`src/rtl/kbd_rx_pkg.sv`:
```
// Shared constants and helpers for the keyboard scan code receiver.
// Assumes an 11-bit frame: start, 8 data bits LSB first, odd parity, stop.
package kbd_rx_pkg;
    localparam int FRAME_BITS = 11;
    localparam int CODE_W     = 8;
    localparam int POS_W      = $clog2(FRAME_BITS);

    typedef logic [CODE_W-1:0] code_t;

    // True when data bits plus the parity bit hold an odd count of ones.
    function automatic logic parity_odd(input code_t d, input logic p);
        return ^{d, p};
    endfunction
endpackage

```
`src/rtl/kbd_line_filter.sv`:
```
// Synchronises both keyboard lines into the system clock domain and
// applies a persistence filter to the clock line. A new clock level is
// accepted only after it has been stable for FILT_LEN cycles. Emits a
// one-cycle pulse on each accepted falling edge.
// Assumes: line_clk idles high; line_dat is stable around clock edges.
module kbd_line_filter #(
    parameter int SYNC_STAGES = 2,
    parameter int FILT_LEN    = 4
) (
    input  logic clk,
    input  logic rst_n,
    input  logic line_clk,
    input  logic line_dat,
    output logic clk_fall,
    output logic dat_sync
);
    localparam int FW = $clog2(FILT_LEN + 1);

    logic [1:0] raw_in;
    logic [1:0] synced;
    logic       flt_lvl;
    logic [FW-1:0] flt_cnt;

    assign raw_in = {line_dat, line_clk};

    // One synchroniser chain per line, idle level high.
    for (genvar gi = 0; gi < 2; gi++) begin : g_sync
        logic [SYNC_STAGES-1:0] chain;
        // Shift the raw line through the synchroniser flops.
        always_ff @(posedge clk) begin
            if (!rst_n) chain <= '1;
            else        chain <= {chain[SYNC_STAGES-2:0], raw_in[gi]};
        end
        assign synced[gi] = chain[SYNC_STAGES-1];
    end

    // Accept a new clock level once it has persisted FILT_LEN cycles.
    always_ff @(posedge clk) begin
        if (!rst_n) begin
            flt_lvl  <= 1'b1;
            flt_cnt  <= '0;
            clk_fall <= 1'b0;
        end else begin
            clk_fall <= 1'b0;
            if (synced[0] == flt_lvl) begin
                flt_cnt <= '0;
            end else if (flt_cnt == FW'(FILT_LEN - 1)) begin
                flt_lvl  <= synced[0];
                flt_cnt  <= '0;
                clk_fall <= flt_lvl;
            end else begin
                flt_cnt <= flt_cnt + 1'b1;
            end
        end
    end

    assign dat_sync = synced[1];
endmodule

```
`src/rtl/kbd_frame_shift.sv`:
```
// Assembles one frame from data bits sampled at filtered clock falls.
// Checks the stop bit and odd parity, and flags a good byte for one cycle.
// A watchdog returns the bit position to idle when the clock stalls
// mid-frame for TIMEOUT_CYC cycles.
module kbd_frame_shift
    import kbd_rx_pkg::*;
#(
    parameter int TIMEOUT_CYC = 4800
) (
    input  logic             clk,
    input  logic             rst_n,
    input  logic             clk_fall,
    input  logic             dat_sync,
    output logic             frm_ok,
    output code_t            frm_byte,
    output logic [POS_W-1:0] bit_pos
);
    localparam int IW = $clog2(TIMEOUT_CYC + 1);
    localparam logic [POS_W-1:0] POS_PAR  = POS_W'(FRAME_BITS - 2);
    localparam logic [POS_W-1:0] POS_STOP = POS_W'(FRAME_BITS - 1);

    code_t         shreg;
    logic          par_bit;
    logic [IW-1:0] idle_cnt;

    // Step through start, data, parity and stop positions on each fall.
    always_ff @(posedge clk) begin
        if (!rst_n) begin
            bit_pos  <= '0;
            shreg    <= '0;
            par_bit  <= 1'b0;
            frm_ok   <= 1'b0;
            frm_byte <= '0;
        end else begin
            frm_ok <= 1'b0;
            if (clk_fall) begin
                if (bit_pos == '0) begin
                    if (!dat_sync) bit_pos <= 1;
                end else if (bit_pos < POS_PAR) begin
                    shreg   <= {dat_sync, shreg[CODE_W-1:1]};
                    bit_pos <= bit_pos + 1'b1;
                end else if (bit_pos == POS_PAR) begin
                    par_bit <= dat_sync;
                    bit_pos <= POS_STOP;
                end else begin
                    bit_pos <= '0;
                    if (dat_sync && parity_odd(shreg, par_bit)) begin
                        frm_ok   <= 1'b1;
                        frm_byte <= shreg;
                    end
                end
            end else if (bit_pos != '0 && idle_cnt == IW'(TIMEOUT_CYC - 1)) begin
                bit_pos <= '0;
            end
        end
    end

    // Count cycles since the last fall while a frame is open.
    always_ff @(posedge clk) begin
        if (!rst_n || clk_fall || bit_pos == '0) idle_cnt <= '0;
        else if (idle_cnt == IW'(TIMEOUT_CYC - 1)) idle_cnt <= '0;
        else idle_cnt <= idle_cnt + 1'b1;
    end
endmodule

```
`src/rtl/kbd_code_hold.sv`:
```
// Output register and sticky ready flag. A good frame loads the code and
// sets the flag. The read strobe clears the flag; a frame accepted in the
// same cycle takes precedence over the strobe.
module kbd_code_hold
    import kbd_rx_pkg::*;
(
    input  logic  clk,
    input  logic  rst_n,
    input  logic  frm_ok,
    input  code_t frm_byte,
    input  logic  rd_strobe,
    output code_t code_out,
    output logic  code_valid
);
    // Load on a good frame, clear the flag on a read.
    always_ff @(posedge clk) begin
        if (!rst_n) begin
            code_out   <= '0;
            code_valid <= 1'b0;
        end else if (frm_ok) begin
            code_out   <= frm_byte;
            code_valid <= 1'b1;
        end else if (rd_strobe) begin
            code_valid <= 1'b0;
        end
    end
endmodule

```
`src/rtl/kbd_scan_rx.sv`:
```
// Top level of the PS/2 keyboard scan code receiver: line filter, frame
// assembler and code hold register. Assumes the system clock is at least
// several times faster than FILT_LEN times the keyboard clock rate.
module kbd_scan_rx #(
    parameter int SYNC_STAGES = 2,
    parameter int FILT_LEN    = 4,
    parameter int TIMEOUT_CYC = 4800
) (
    input  logic       clk,
    input  logic       rst_n,
    input  logic       line_clk,
    input  logic       line_dat,
    input  logic       rd_strobe,
    output logic [7:0] code_out,
    output logic       code_valid
);
    import kbd_rx_pkg::*;

    logic             clk_fall;
    logic             dat_sync;
    logic             frm_ok;
    code_t            frm_byte;
    logic [POS_W-1:0] bit_pos;

    kbd_line_filter #(.SYNC_STAGES(SYNC_STAGES), .FILT_LEN(FILT_LEN)) u_filt (
        .clk(clk), .rst_n(rst_n), .line_clk(line_clk), .line_dat(line_dat),
        .clk_fall(clk_fall), .dat_sync(dat_sync)
    );

    kbd_frame_shift #(.TIMEOUT_CYC(TIMEOUT_CYC)) u_frame (
        .clk(clk), .rst_n(rst_n), .clk_fall(clk_fall), .dat_sync(dat_sync),
        .frm_ok(frm_ok), .frm_byte(frm_byte), .bit_pos(bit_pos)
    );

    kbd_code_hold u_hold (
        .clk(clk), .rst_n(rst_n), .frm_ok(frm_ok), .frm_byte(frm_byte),
        .rd_strobe(rd_strobe), .code_out(code_out), .code_valid(code_valid)
    );
endmodule

```
`config.mk`:
```
export PLATFORM = sky130hd
export DESIGN_NAME = kbd_scan_rx
export DESIGN_NICKNAME = d
export VERILOG_FILES = /design/src/rtl/kbd_rx_pkg.sv /design/src/rtl/kbd_line_filter.sv /design/src/rtl/kbd_frame_shift.sv /design/src/rtl/kbd_code_hold.sv /design/src/rtl/kbd_scan_rx.sv
export SDC_FILE = /design/constraint.sdc
export NUM_CORES = 1
export LEC_CHECK = 0
export BUFFER_PORTS_ARGS = -buffer_cell sky130_fd_sc_hd__buf_2
export CAP_MARGIN = 20
export CORE_ASPECT_RATIO = 1.4
export CORE_UTILIZATION = 64
export DETAILED_ROUTE_END_ITERATION = 8
export PLACE_DENSITY = 0.83
export SLEW_MARGIN = 5
export SYNTH_ARGS = -nofsm -noshare
export SYNTH_HDL_FRONTEND = slang
export SYNTH_SLANG_ARGS = --single-unit
```
`constraint.sdc`:
```
create_clock -name clk -period 2.8 [get_ports clk]
set_input_delay 0.28 -clock clk [delete_from_list [all_inputs] [get_ports clk]]
set_output_delay 0.28 -clock clk [all_outputs]
set_load 0.02 [all_outputs]
```
==> summary.md, run 1 <==
| Metric | Value |
|---|---|
| Outcome | finished clean |
| Post-CTS Setup Bufs | 0 |
| Placed insts | 290 |
| Leakage | 0.000908 uW |
| CP Buf/Inv Count | 1 |
| Critical path required time | 3040 ps |
| Peak Freq | 470 MHz |
| Ranking of synthesized cells by area | dfxtp_1 45%, mux2i_1 7.7%, xor2_1 4.1% |
| Most frequent cells after synthesis | 53 x dfxtp_1, 22 x nand2_1, 18 x mux2i_1, 18 x nor2_1, 13 x nand3_1 |
| Via count | 1,687 |
| Die W | roughly 53 um |
| Net count after synthesis | around 260 |
| Input/output buffers | 13 |
| WL/cell | 13.4 um |
| GRT Max-Usage Layer | met2 |
| Power Internal | 1130 uW |
| Psw | around 270 uW |
| Setup CP Type | flop to flop |
| CTS tree | yes |
| H-tree levels | 2 |
| RD Place Congestion | between 0.7 and 0.8 |
| Post-synthesis cell count | 246 |
| Post-synth EDFFs | 0 |
| R2R depth | 6 |
| WP depth | 6 |
| Iter 0 DRT Violations | 47 |
| Slowest cell on crit path | dfxtp_1 |
| Number of global-route vias before repair | roughly 1.6k |
| Count leader, synth | dfxtp_1 |
| Clock power share | 0.426 |
| DRT Pass-1 Iters | 4 |
| Met1 Use GR | 0.240 |
| Post-synthesis sequential area ratio | 0.454 |
| Global-route wire length before repair | 6.71 mm |
| IR drop worst, VDD | 580 uV |
| Largest net degree at the start of global routing | 46 |
| Synth unique cells | around 40 |
| Worst Tran Pin Value | 664 ps |
| Final worst slack | around 670 ps |
| Post-DP HPWL | roughly 2.8 mm |
| Combinational share of power | 0.030 |
| Clk_skew | 5.15 ps |
| Final setup TNS | 0 ps |
| Sequential share of power | 0.543 |
| Dominant synthesized flop cell | dfxtp_1 |
| Cts bufs inserted | 5 |
| Crit end category | flop |
| GRT overflow | 0 |
| Post-CTS sizing | 0 |
| Initial Util | 0.679 |
| Area occupied by multi-input gates | between 1000 and 1500 um^2 |
| FILL cells | about 280 |
| Die Area | a little under 4000 um^2 |
| Async set-or-reset flop fraction in the synthesized netlist | 0 |
| Gr usage total | 0.236 |
| DRT Wirelength | between 3 and 4 mm |
| Root Driver | clkbuf_8 |
| Die height | ~74 um |
| CP max FO | 9 |
| Max-Cap Viols | 0 |
| # IOs | 14 |
| Clock Latency Late Sink | roughly 310 ps |
| P&R area growth vs syn | 9.64% |
| Final min period | around 2100 ps |
| Worst stage delay on the critical path | around 470 ps |
| Non-filler cells, final | between 200 and 300 |
| Synthesis-stage register bit count | 53 |
| Core area | 3440 um^2 |
| Final #Nets | roughly 270 |
| RSZ-0062 raised after global routing | false |
| Post-Syn Area | ~2300 um^2 |
| TritonCTS Sinks | 53 |
| Mean Syn Cell Area | around 9.5 um^2 |
| Cell Chain, Critical Path | inv_1 > ha_1 > o21bai_1 > or3b_4 > mux2i_4 > mux2i_1 |
| Cells on Worst Hold Path | 2 |
| Post-CTS Hold Buffers | 0 |
| # DRC | 0 |
| Register area | about 1100 um^2 |
| Final core occ | 0.745 |
| Num rows | 25 |
| Post-synth top area share | 0.454 |
| P per Cell Area | 548 nW/um^2 |
| Largest area contributor in the netlist | dfxtp_1 |
| Crit path launch type | flop |
| Critical path arrival | 2360 ps |
| Dpl ws | roughly 700 ps |
| Slew margin rel. | 0.554 |
| Met2 Use GR | 0.440 |
| Clk slew on worst S/H paths | 90 ps |
| Pins Over Slew Limit | 0 |
| Crit-path leading delay family | multiplexers |
| ANT cells | 0 |
| Final Hold Fails | 0 |
| Design Power | roughly 1400 uW |
| CTS Buffer Depth | 2 |
| Share of cells above drive strength 1 | 0.109 |
| Switch share | 0.194 |
| Vias per Instance | between 5 and 6 |
| Crit share post-route | 0.759 |
| HP Class | input port to flop |
| M3 GR Usage | 0.0683 |
| Final-report setup violation count | 0 |
| Post-route ant nets | 0 |
| Synth warn | 0 |
| Initial antenna violation count | 0 |
-- power by group through the flow --
stage	combinational, uW	clock, uW	sequential (uW)
3_3_place_gp	42.4	0	780
6_report	42.8	598	762
3_5_place_dp	42.7	0	780
4_1_cts	43.3	608	762
2_1_floorplan	33.0	0	779
5_1_grt	48.0	643	763
-- cell families after synthesis --
family	Yosys count	share of synthesized area
buffers and inverters	20	0.0327
adders and majority gates	6	0.0321
muxes	19	0.0867
xor gates and xnor gates	19	0.0830
and+or+nand+nor	93	0.209
AOI/OAI and AO/OA	36	0.102
DFF	53	0.454
-- worst register-to-register path: stages (launching register included) --
cell      delay (ps)
dfxtp_1          470
inv_1             80
ha_1             250
o21bai_1         230
or3b_4           420
mux2i_4          380
mux2i_1          240
-- routing by layer --
| metal | share of wire | vias up |
|---|---|---|
| li1 | - | 859 |
| met1 | 0.40 | 795 |
| met2 | 0.55 | 25 |
| met3 | 0.032 | 8 |
| met4 | 0.017 | 0 |
| met5 | 0 | - |
-- state kept, by name (all words and copies together), names as in the netlist, 3 cells and up --
register and flops:
u_filt.g_sync.chain 4, u_frame.bit_pos 4, u_frame.idle_cnt 13, u_hold.code_out 8
u_frame.shreg 8, u_filt.flt_cnt 3, u_frame.frm_byte 8
-- path summary, 6_finish.rpt --
check | startpoint | to | slack (ps)
worst max-delay path | u_frame.bit_pos[0] | u_frame.frm_byte[2] | 670
worst min-delay path | line_dat | u_filt.g_sync[1].chain[0] | 140
worst max register to register | u_frame.bit_pos[0] | u_frame.frm_byte[2] | 670
worst min register to register | u_filt.g_sync[0].chain[0] | u_filt.g_sync[0].chain[1] | 420
-- area by class of cell --
| type | count | share of cell area |
|---|---|---|
| clock buffers | 5 | 0.0269 |
| clock inverters | 3 | 0.0254 |
| inverters | 8 | 0.0117 |
| multi-input cells | 173 | 0.468 |
| flip-flops and latches | 53 | 0.414 |
| well taps | 40 | 0.0195 |
| repair buffers | 16 | 0.0342 |
-- cell usage in the layout (no fill, tap or decap), types with 2 or more instances in the layout --
master / netlist / layout
a21boi_0: 10 / 10
a21oi_1: 4 / 4
and4_1: 2 / 2
buf_2: 1 / 13
buf_4: 0 / 3
bufinv_16: 0 / 2
clkbuf_8: 0 / 5
dfxtp_1: 53 / 53
ha_1: 6 / 6
inv_1: 8 / 8
mux2i_1: 18 / 18
nand2_1: 22 / 22
nand2b_1: 6 / 6
nand3_1: 13 / 13
nand3b_1: 3 / 3
nand4_1: 6 / 6
nor2_1: 18 / 18
nor2b_1: 12 / 12
nor3b_1: 2 / 2
o21ai_0: 10 / 10
o311ai_0: 2 / 2
or3_1: 2 / 2
xnor2_1: 6 / 6
xnor3_1: 2 / 2
xor2_1: 11 / 11
-- through the flow --
| step | instance area (um^2) | hold WS, ps |
|---|---|---|
| 2_1_floorplan | 2340 | 381 |
| 3_3_place_gp | 2430 | 389 |
| 3_5_place_dp | 2430 | 398 |
| 4_1_cts | 2560 | 139 |
| 5_1_grt | 2560 | 135 |
| 6_report | 2560 | 142 |
Power figures use the tool's default switching activity.
==> inputs of run 2 (changes only) <==
ABC_AREA = 1   (was default)
CORE_UTILIZATION = 59   (was 64)
PLACE_DENSITY = 0.78   (was 0.83)
clock period = 2.1 ns   (was 2.8 ns; I/O delays follow)
==> summary.md, run 2 <==
| Metric | Value |
|---|---|
| Die Area | 4340 um^2 (was 3900 um^2) |
| Post-synthesis cell count | 313 (was 246) |
| Initial antenna violation count | 0 (unchanged) |
| Count leader, synth | nand2_1 (was dfxtp_1) |
| Num rows | 27 (was 25) |
| Clock Latency Late Sink | 310 ps (about the same) |
| Worst stage delay on the critical path | 410 ps (was 470 ps) |
| Clk slew on worst S/H paths | 100 ps (was 90 ps) |
| Dominant synthesized flop cell | dfxtp_1 (unchanged) |
| Crit share post-route | 0.874 (was 0.759) |
| Max-Cap Viols | 0 (unchanged) |
| P&R area growth vs syn | 6.35% (was 9.64%) |
| HP Class | input port to flop (unchanged) |
| Share of cells above drive strength 1 | 0.180 (was 0.109) |
| Dpl ws | 275 ps (was 702 ps) |
| Post-synth EDFFs | 0 (unchanged) |
| Global-route wire length before repair | 7.52 mm (was 6.71 mm) |
| Input/output buffers | 13 (unchanged) |
| Largest area contributor in the netlist | dfxtp_1 (unchanged) |
| Leakage | 0.00112 uW (was 0.000908 uW) |
| Slew margin rel. | 0.699 (was 0.554) |
| Power Internal | 1290 uW (was 1130 uW) |
| Iter 0 DRT Violations | 93 (was 47) |
| Post-Syn Area | 2400 um^2 (was 2340 um^2) |
| Crit end category | flop (unchanged) |
| DRT Wirelength | 4.14 mm (was 3.99 mm) |
| Sequential share of power | 0.615 (was 0.543) |
| CTS tree | yes (unchanged) |
| P per Cell Area | 642 nW/um^2 (was 548 nW/um^2) |
| Cell area after layout | 2560 um^2 (about the same) |
| Synth warn | 0 (unchanged) |
| WL/cell | 11.1 um (was 13.4 um) |
| Final-report setup violation count | 0 (unchanged) |
| Final min period | 1840 ps (was 2130 ps) |
| Net count after synthesis | 324 (was 257) |
| ANT cells | 0 (unchanged) |
| Most frequent cells in the layout | 62 x nand2_1, 53 x dfxtp_1, 42 x nor2_1 (was 53 x dfxtp_1, 22 x nand2_1, 18 x nor2_1, 18 x mux2i_1) |
| Mean Syn Cell Area | 7.68 um^2 (was 9.50 um^2) |
| Final #Nets | 338 (was 268) |
| Post-CTS Setup Bufs | 0 (unchanged) |
| RD Place Congestion | 0.824 (was 0.735) |
| Critical path arrival | 2050 ps (was 2360 ps) |
| # DRC | 0 (unchanged) |
| IR drop worst, VDD | 523 uV (was 580 uV) |
| Final Hold Fails | 0 (unchanged) |
| Gr usage total | 0.213 (was 0.236) |
| Largest net degree at the start of global routing | 25 (was 46) |
| DRT Pass-1 Iters | 4 (unchanged) |
| Final worst slack | 264 ps (was 674 ps) |
| Combinational share of power | 0.018 (was 0.030) |
| Synthesis-stage register bit count | 53 (unchanged) |
| Max reg flops | 13 (unchanged) |
| Worst Tran Pin Value | 450 ps (was 664 ps) |
| Switch share | 0.212 (was 0.194) |
| Crit path launch type | flop (unchanged) |
| Post-DP HPWL | 3.09 mm (was 2.84 mm) |
| Largest Register | u_frame.idle_cnt (unchanged) |
| Final setup TNS | 0 ps (unchanged) |
| Die W | 56.0 um (was 53.1 um) |
| H-tree levels | 2 (unchanged) |
| Cts bufs inserted | 5 (unchanged) |
| CP max FO | 16 (was 9) |
| Outcome | finished clean (unchanged) |
| Async set-or-reset flop fraction in the synthesized netlist | 0 (unchanged) |
| Root Driver | clkbuf_8 (unchanged) |
| Post-route ant nets | 0 (unchanged) |
| Via count | 1,965 (was 1,687) |
| Final core occ | 0.653 (was 0.745) |
| TritonCTS Sinks | 53 (unchanged) |
| Setup CP Type | flop to flop (unchanged) |
| Post-synthesis sequential area ratio | 0.441 (was 0.454) |
| Most frequent cells after synthesis | 62 x nand2_1, 53 x dfxtp_1, 42 x nor2_1, 33 x inv_1 (was 53 x dfxtp_1, 22 x nand2_1, 18 x mux2i_1, 18 x nor2_1, 13 x nand3_1) |
| Clock power share | 0.367 (was 0.426) |
| Peak Freq | 545 MHz (was 470 MHz) |
| Slowest cell on crit path | dfxtp_1 (unchanged) |
| Die height | 77.5 um (was 73.5 um) |
| Cell Chain, Critical Path | inv_1 > ha_1 > a21oi_4 > nand2_2 > nor2_4 > nand4_1 > nand2_1 > a21oi_2 (was inv_1 > ha_1 > o21bai_1 > or3b_4 > mux2i_4 > mux2i_1) |
| Vias per Instance | 5.30 (was 5.66) |
| Initial Util | 0.614 (was 0.679) |
| Post-CTS sizing | 0 (unchanged) |
| GRT overflow | 0 (unchanged) |
| Pins Over Slew Limit | 0 (unchanged) |
| RSZ-0062 raised after global routing | false (unchanged) |
| Critical path required time | 2310 ps (was 3040 ps) |
| Number of global-route vias before repair | 1,885 (was 1,560) |
| Most common cell after layout, fill and taps aside | nand2_1 (was dfxtp_1) |
| Post-synth top area share | 0.441 (was 0.454) |
| # IOs | 14 (unchanged) |
| Synth unique cells | 32 (was 41) |
| Psw | 349 uW (was 273 uW) |
| Core area | 3920 um^2 (was 3440 um^2) |
| Placed cell area | 2460 um^2 (was 2430 um^2) |
| Ranking of synthesized cells by area | dfxtp_1 44%, nand2_1 9.7%, nor2_1 6.6% (was dfxtp_1 45%, mux2i_1 7.7%, xor2_1 4.1%) |
| CTS Buffer Depth | 2 (unchanged) |
| Clk_skew | 6.46 ps (was 5.15 ps) |
| Post-CTS Hold Buffers | 0 (unchanged) |
==> run 2: path summary, 6_finish.rpt <==
path,slack (ps),startpoint,end,depth (start not counted)
setup / recovery,260,u_frame.bit_pos[0],u_frame.frm_byte[7],8
hold / removal,90,line_clk,u_filt.g_sync[0].chain[0],2
setup reg to reg,260,u_frame.bit_pos[0],u_frame.frm_byte[7],8
hold reg to reg,420,u_filt.g_sync[0].chain[0],u_filt.g_sync[0].chain[1],1
==> run 2: cell families (layout without fill, tap and decap cells) <==
group | count (synthesis) | count (layout) | share of synthesized area
AOI/OAI and AO/OA | 53 | 53 | 0.129
xor gates and xnor gates | 4 | 4 | 0.0146
adders and majority gates | 6 | 6 | 0.0312
buffers and inverters | 48 | 63 | 0.0947
DFF | 53 | 53 | 0.441
and+or+nand+nor | 149 | 149 | 0.289
==> run 2: area by class of cell <==
class	count	area, um^2
multi-input cells	212	1120
clock buffers	6	82.6
well taps	43	53.8
flip-flops and latches	53	1060
repair buffers	14	72.6
inverters	41	154
clock inverters	2	17.5
fillers	344	1360
==> run 2: routing by layer <==
layer,vias to the layer above,part of all wire,GRT usage
met2,25,0.51,0.404
met4,0,0.015,0.0780
met1,911,0.44,0.230
li1,1023,-,-
met3,6,0.029,0.0400
met5,-,0,0
==> run 2: critical path: cells and delay by family, from the launching register on <==
| family | cells | cell delay [ps] |
|---|---|---|
| DFF | 1 | 410 |
| buffers and inverters | 1 | 100 |
| and+or+nand+nor | 4 | 740 |
| adders and majority gates | 1 | 260 |
| AOI/OAI and AO/OA | 2 | 250 |
==> run 2: metrics by stage <==
| stage | total power, uW | hold slack [ps] | instances |
|---|---|---|---|
| 2_1_floorplan | 1050 | 317 | 313 |
| 3_3_place_gp | 1060 | 393 | 363 |
| 3_5_place_dp | 1060 | 399 | 363 |
| 4_1_cts | 1660 | 77.2 | 371 |
| 5_1_grt | 1710 | 73.6 | 371 |
| 6_report | 1640 | 85.9 | 371 |
==> run 2: power by group through the flow <==
stage / clock network (uW) / logic, uW / registers, uW
after floorplan: 0 / 21.3 / 1030
after global placement: 0 / 28.2 / 1030
after detailed placement: 0 / 29.5 / 1030
after CTS: 621 / 29.7 / 1010
after global routing: 661 / 33.7 / 1010
final: 602 / 29.3 / 1010
